--- src/rtl/pllc_pkg.sv ---
package pllc_pkg;

    typedef enum logic [1:0] {
        DIV_HOLD  = 2'd0,
        DIV_COUNT = 2'd1,
        DIV_CLEAR = 2'd2
    } div_state_t;

    typedef enum logic [1:0] {
        PFD_IDLE  = 2'd0,
        PFD_LEAD  = 2'd1,
        PFD_LAG   = 2'd2,
        PFD_COINC = 2'd3
    } pfd_state_t;

endpackage

--- src/rtl/pllc_edge_sync.sv ---
module pllc_edge_sync #(
    parameter int STAGES = 2
) (
    input  logic clk,
    input  logic rst_n,
    input  logic din,
    output logic rise
);
    logic [STAGES:0] sh_q;

    always_ff @(posedge clk or negedge rst_n) begin
        if (!rst_n) begin
            sh_q <= '0;
        end else begin
            sh_q <= {sh_q[STAGES-1:0], din};
        end
    end

    // rising edge seen after the synchronising stages
    assign rise = sh_q[STAGES-1] & ~sh_q[STAGES];
endmodule

--- src/rtl/pllc_ref_div.sv ---
module pllc_ref_div #(
    parameter int RATIO = 10
) (
    input  logic clk,
    input  logic rst_n,
    input  logic tick,
    output logic cmp_lvl,
    output logic cmp_edge
);
    localparam int CW   = (RATIO > 2) ? $clog2(RATIO) : 1;
    localparam int HALF = RATIO / 2;
    localparam logic [CW-1:0] LAST = CW'(RATIO - 1);

    logic [CW-1:0] cnt_q, cnt_d;
    logic          lvl_q, lvl_d;
    logic          edge_q, edge_d;

    always_comb begin
        cnt_d  = cnt_q;
        lvl_d  = lvl_q;
        edge_d = 1'b0;
        if (tick) begin
            cnt_d  = (cnt_q == LAST) ? '0 : cnt_q + 1'b1;
            lvl_d  = (cnt_d < CW'(HALF));
            edge_d = (cnt_q == LAST);
        end
    end

    always_ff @(posedge clk or negedge rst_n) begin
        if (!rst_n) begin
            cnt_q  <= LAST;
            lvl_q  <= 1'b0;
            edge_q <= 1'b0;
        end else begin
            cnt_q  <= cnt_d;
            lvl_q  <= lvl_d;
            edge_q <= edge_d;
        end
    end

    assign cmp_lvl  = lvl_q;
    assign cmp_edge = edge_q;
endmodule

--- src/rtl/pllc_fb_div.sv ---
module pllc_fb_div
    import pllc_pkg::*;
#(
    parameter int CNT_W   = 8,
    parameter int STRETCH = 2
) (
    input  logic             clk,
    input  logic             rst_n,
    input  logic             osc_rise,
    input  logic [CNT_W-1:0] sw,
    output logic             out_lvl,
    output logic             fb_lvl,
    output logic             fb_edge
);
    localparam int HW = (STRETCH > 1) ? $clog2(STRETCH) : 1;
    localparam logic [HW-1:0] HOLD_LAST = HW'(STRETCH - 1);

    div_state_t       st_q, st_d;
    logic [CNT_W-1:0] cnt_q, cnt_d;
    logic [HW-1:0]    hold_q, hold_d;
    logic             tog_q, tog_d;
    logic             out_rise;
    logic [CNT_W-1:0] cnt_inc;
    logic             hit;

    assign out_rise = osc_rise & ~tog_q;
    assign cnt_inc  = cnt_q + 1'b1;
    assign hit      = ((cnt_inc & sw) == sw);

    // next state
    always_comb begin
        st_d   = st_q;
        cnt_d  = cnt_q;
        hold_d = hold_q;
        tog_d  = tog_q ^ osc_rise;
        unique case (st_q)
            DIV_HOLD: begin
                cnt_d = '0;
                if (|sw) st_d = DIV_COUNT;
            end
            DIV_COUNT: begin
                if (sw == '0) begin
                    st_d  = DIV_HOLD;
                    cnt_d = '0;
                end else if (out_rise) begin
                    if (hit) begin
                        st_d   = DIV_CLEAR;
                        cnt_d  = '0;
                        hold_d = '0;
                    end else begin
                        cnt_d = cnt_inc;
                    end
                end
            end
            DIV_CLEAR: begin
                cnt_d = '0;
                if (hold_q == HOLD_LAST) st_d = DIV_COUNT;
                else hold_d = hold_q + 1'b1;
            end
            default: begin
                st_d  = DIV_HOLD;
                cnt_d = '0;
            end
        endcase
    end

    // state register
    always_ff @(posedge clk or negedge rst_n) begin
        if (!rst_n) begin
            st_q   <= DIV_HOLD;
            cnt_q  <= '0;
            hold_q <= '0;
            tog_q  <= 1'b0;
        end else begin
            st_q   <= st_d;
            cnt_q  <= cnt_d;
            hold_q <= hold_d;
            tog_q  <= tog_d;
        end
    end

    // outputs
    always_comb begin
        out_lvl = tog_q;
        fb_lvl  = (st_q == DIV_CLEAR);
        fb_edge = (st_q == DIV_CLEAR) && (hold_q == '0);
    end
endmodule

--- src/rtl/pllc_pfd.sv ---
module pllc_pfd
    import pllc_pkg::*;
(
    input  logic clk,
    input  logic rst_n,
    input  logic ref_ev,
    input  logic fb_ev,
    output logic up,
    output logic dn
);
    pfd_state_t st_q, st_d;

    // next state
    always_comb begin
        st_d = st_q;
        unique case (st_q)
            PFD_IDLE: begin
                if (ref_ev && fb_ev) st_d = PFD_COINC;
                else if (ref_ev)     st_d = PFD_LEAD;
                else if (fb_ev)      st_d = PFD_LAG;
            end
            PFD_LEAD:  if (fb_ev)  st_d = PFD_COINC;
            PFD_LAG:   if (ref_ev) st_d = PFD_COINC;
            PFD_COINC: st_d = PFD_IDLE;
            default:   st_d = PFD_IDLE;
        endcase
    end

    // state register
    always_ff @(posedge clk or negedge rst_n) begin
        if (!rst_n) st_q <= PFD_IDLE;
        else        st_q <= st_d;
    end

    // outputs
    always_comb begin
        up = (st_q == PFD_LEAD) || (st_q == PFD_COINC);
        dn = (st_q == PFD_LAG)  || (st_q == PFD_COINC);
    end
endmodule

--- src/rtl/pll_synth_core.sv ---
module pll_synth_core #(
    parameter int SYNC_STAGES = 2,
    parameter int REF_RATIO   = 10,
    parameter int CNT_W       = 8,
    parameter int STRETCH     = 2
) (
    input  logic             clk,
    input  logic             rst_n,
    input  logic             ref_in,
    input  logic             osc_in,
    input  logic [CNT_W-1:0] sw_word,
    output logic             out_clk,
    output logic             cmp_ref,
    output logic             fb_pulse,
    output logic             pump_up,
    output logic             pump_dn
);
    localparam int N_IN = 2;
    localparam int IX_REF = 0;
    localparam int IX_OSC = 1;

    logic [N_IN-1:0] raw_in;
    logic [N_IN-1:0] rise_ev;
    logic            cmp_edge;
    logic            fb_edge;

    assign raw_in = {osc_in, ref_in};

    for (genvar g = 0; g < N_IN; g++) begin : g_sync
        pllc_edge_sync #(.STAGES(SYNC_STAGES)) sync_i (
            .clk  (clk),
            .rst_n(rst_n),
            .din  (raw_in[g]),
            .rise (rise_ev[g])
        );
    end

    pllc_ref_div #(.RATIO(REF_RATIO)) ref_div_i (
        .clk     (clk),
        .rst_n   (rst_n),
        .tick    (rise_ev[IX_REF]),
        .cmp_lvl (cmp_ref),
        .cmp_edge(cmp_edge)
    );

    pllc_fb_div #(.CNT_W(CNT_W), .STRETCH(STRETCH)) fb_div_i (
        .clk     (clk),
        .rst_n   (rst_n),
        .osc_rise(rise_ev[IX_OSC]),
        .sw      (sw_word),
        .out_lvl (out_clk),
        .fb_lvl  (fb_pulse),
        .fb_edge (fb_edge)
    );

    pllc_pfd pfd_i (
        .clk   (clk),
        .rst_n (rst_n),
        .ref_ev(cmp_edge),
        .fb_ev (fb_edge),
        .up    (pump_up),
        .dn    (pump_dn)
    );
endmodule

--- config.mk ---
export PLATFORM = sky130hd
export DESIGN_NAME = pll_synth_core
export DESIGN_NICKNAME = d
export VERILOG_FILES = /design/src/rtl/pllc_pkg.sv /design/src/rtl/pllc_edge_sync.sv /design/src/rtl/pllc_ref_div.sv /design/src/rtl/pllc_fb_div.sv /design/src/rtl/pllc_pfd.sv /design/src/rtl/pll_synth_core.sv
export SDC_FILE = /design/constraint.sdc
export NUM_CORES = 1
export LEC_CHECK = 0
export BUFFER_PORTS_ARGS = -buffer_cell sky130_fd_sc_hd__buf_2
export CORE_ASPECT_RATIO = 1.2
export CORE_MARGIN = 4
export CORE_UTILIZATION = 50
export DETAILED_ROUTE_END_ITERATION = 16
export HOLD_SLACK_MARGIN = 0.03
export PLACE_DENSITY = 0.7
export SLEW_MARGIN = 10
export SYNTH_ARGS = -nofsm -noshare
export SYNTH_HDL_FRONTEND = slang
export SYNTH_SLANG_ARGS = --single-unit
--- constraint.sdc ---
create_clock -name clk -period 2.6 [get_ports clk]
set_input_delay 0.39 -clock clk [delete_from_list [all_inputs] [get_ports clk]]
set_output_delay 0.39 -clock clk [all_outputs]
set_load 0.005 [all_outputs]
==> flow_metrics.py <==
metrics = {
    "status": {
        "status": "finished clean",
    },
    "cts": {
        "clk_latency_ns": 0.31,
        "htreeDepth": 1,
        "cts_buffers": 3,
        "cts_setup_buffers": 0,
        "ctsRootBufferMaster": "clkbuf_4",
        "hold_buffers": 0,
        "cts_tree": "built",
        "cts.path.max_buffers": 2,
        "clock-sinks": 26,
        "clk_pin_slew_ns": 0.14,
        "post_cts_resized": 0,
    },
    "critical_path": {
        "path_class": "reg -> reg",
        "crit_path_top_delay_cell": "dfrtp_1",
        "critPathMaxFanout": 8,
        "worstPathRequired_ns": 2.82,
        "arrival_ns": 2.27,
        "crit_chain": "ha_1, inv_1, a222oi_1, nor4b_4, nand4_2, o22a_1",
        "max_stage_delay_ns": 0.47,
        "end_kind": "flop",
        "cp-start-kind": "flop",
    },
    "logic_synthesis": {
        "yosys_warnings": 0,
        "synth_top_area_share_pct": 41.8,
        "synth_edf_count": 0,
        "synth_cells": 137,
        "synth_fa_ha_area_share_pct": 6.10,
        "synth-simple-area-share_pct": 23.4,
        "synthesis.nets": 156,
        "synth-main-ff-cell": "dfrtp_1",
        "synth_area_um2": 1440,
        "synthMuxAreaShare_pct": 2.09,
        "yosysTopAreaCell": "dfrtp_1",
        "postSynth.asyncResetShare_pct": 100,
        "ys_ff_latch": 26,
        "synth_compound_area_share_pct": 13.3,
        "seq_area_frac_synth_pct": 45.5,
        "synth-xor-area-share_pct": 5.49,
        "yosys-top-cells-area": "dfrtp_1 42%, ha_1 6.1%, xnor2_1 4.9%",
        "syn_avg_cell_area_um2": 10.5,
        "synthDistinctLibCells": 40,
        "synth_top_family_by_area": "simple AND/OR/NAND/NOR gates",
    },
    "sta": {
        "setup_viol": 0,
        "setup_tns_ns": 0,
        "drv_slew": 0,
        "timing.final.crit_share_pct": 78.9,
        "hold_viol": 0,
        "period_needed_ns": 2.05,
        "finalClockSkew_ns": 0.000778,
        "fmax_mhz": 488,
        "worst_slew_pin_slew_ns": 0.566,
        "holdWs_ns": 0.0456,
        "rsz0062_at_grt": "no",
        "maxSlewHeadroom_pct": 62.2,
    },
    "finish": {
        "utilization_pct": 56.9,
        "fill_cells": 258,
        "final_nets": 173,
        "instances_no_fill": 187,
        "drive_above_1_share_pct": 20.9,
        "most-common-layout-cells": "24 x dfrtp_1, 16 x buf_2, 10 x nand2_1, 9 x inv_1, 8 x xnor2_1",
        "area_growth_pct": 10.5,
        "layout_commonest_cell": "dfrtp_1",
        "antenna_cells": 0,
    },
    "floorplan": {
        "coreArea_um2": 2790,
        "start_util_pct": 51.5,
        "io_pins": 17,
        "die_y_um": 66.7,
        "die_area_um2": 3790,
        "fp-row-count": 21,
        "die_w_um": 56.9,
    },
    "grt": {
        "grt_overflow_total": 0,
        "grt_usage_pct": 16.1,
        "antenna_found_initial": 0,
        "grt_pass1_wl_um": 4820,
        "grt_max_degree": 27,
        "grt_pass1_vias": 1118,
    },
    "power_and_ir_drop": {
        "p_leak_nw": 0.728,
        "power.total_w": 0.00138,
        "powerDensity_nw_per_um2": 873,
        "ir_worst_vdd_mv": 0.477,
    },
    "placed_design": {
        "dp_hpwl_um": 2010,
        "io_buffers": 16,
        "place.gp.congestion": 0.991,
        "place_inst": 183,
    },
    "detailed_routing": {
        "wl_per_cell_um": 13.9,
        "final_antenna_net_count": 0,
        "via_per_inst": 5.70,
        "routed_wl_um": 2600,
        "vias": 1066,
        "drc": 0,
        "first_iter_violations": 43,
        "dr.pass1.iters": 4,
    },
    "worst_hold_path": {
        "min_path_type": "in -> async",
    },
    "job": {
        "maxCapViolations": 0,
    },
}
[path summary, 6_finish.rpt]
path	start	end	slack, ns	cells after the start
max in group asynchronous	rst_n	ref_div_i.cnt_q[3]	2.18	1
hold / removal	rst_n	fb_div_i.cnt_q[7]	0.05	1
setup reg to reg	fb_div_i.cnt_q[0]	fb_div_i.hold_q	0.55	6
min in group clk	osc_in	g_sync[1].sync_i.sh_q[0]	0.17	1
setup / recovery	fb_div_i.cnt_q[0]	fb_div_i.hold_q	0.55	6
hold reg to reg	g_sync[0].sync_i.sh_q[0]	g_sync[0].sync_i.sh_q[1]	0.37	0
[cell type report]
| cell class | count | area [um2] | area share, % |
|---|---|---|---|
| multi-input combinational | 98 | 723 | 45.6 |
| sequential | 26 | 653 | 41.2 |
| timing repair buffer | 16 | 80.1 | 5.05 |
| tap | 34 | 42.5 | 2.68 |
| inverter | 9 | 33.8 | 2.13 |
| clock inverter | 1 | 30.0 | 1.89 |
| clock buffer | 3 | 22.5 | 1.42 |
[kinds of logic after synthesis]
kind of cell	Yosys count
simple gates	54
flops	26
compound gates	25
buf+inv	13
xor+xnor	9
fa+ha+maj	7
mux	3
[registers in the layout (all words and copies together), names as in the netlist]
register and cells:
fb_div_i.st_q 2, pfd_i.st_q 2, fb_div_i.out_lvl 1, ref_div_i.cnt_q 4, g_sync.sync_i.sh_q 6, ref_div_i.cmp_lvl 1, ref_div_i.cmp_edge 1, fb_div_i.hold_q 1
fb_div_i.cnt_q 8
[cells in the mapped netlist, drive strengths merged, types with 3 or more instances]
cell	n
dfrtp	24
nand2	10
inv	9
xnor2	8
and3	7
ha	7
nand3	7
o21ai	7
a21oi	6
nor2b	6
nor3b	5
buf	4
nand4	4
mux2i	3
nand2b	3
nor3	3
[power by group]
group          switching (W)  internal, W
Sequential          0.000122     0.000515
Clock               0.000116     0.000156
Combinational       0.000227     0.000248
[critical path: cells and delay by family, from the launching register on]
family,cells,cell delay [ns]
fa+ha+maj,1,0.32
simple gates,2,0.55
flops,1,0.47
compound gates,2,0.57
buf+inv,1,0.05
[through the flow]
step | setup slack [ns] | area, um2
finish | 0.550 | 1590
global route | 0.378 | 1590
CTS | 0.536 | 1590
detailed placement | 0.571 | 1530
global placement | 0.581 | 1530
floorplan | 0.765 | 1440
[per-layer routing]
layer	vias up	routed length [um]	GRT usage (%)	share of wire, %
met3	4	116	3.29	4.5
met2	21	1350	28.6	52
li1	521	-	-	-
met4	0	29	6.38	1.1
met1	520	1100	18.8	42
met5	-	0	0	0
Note: power is estimated with default switching activity, not from simulation.
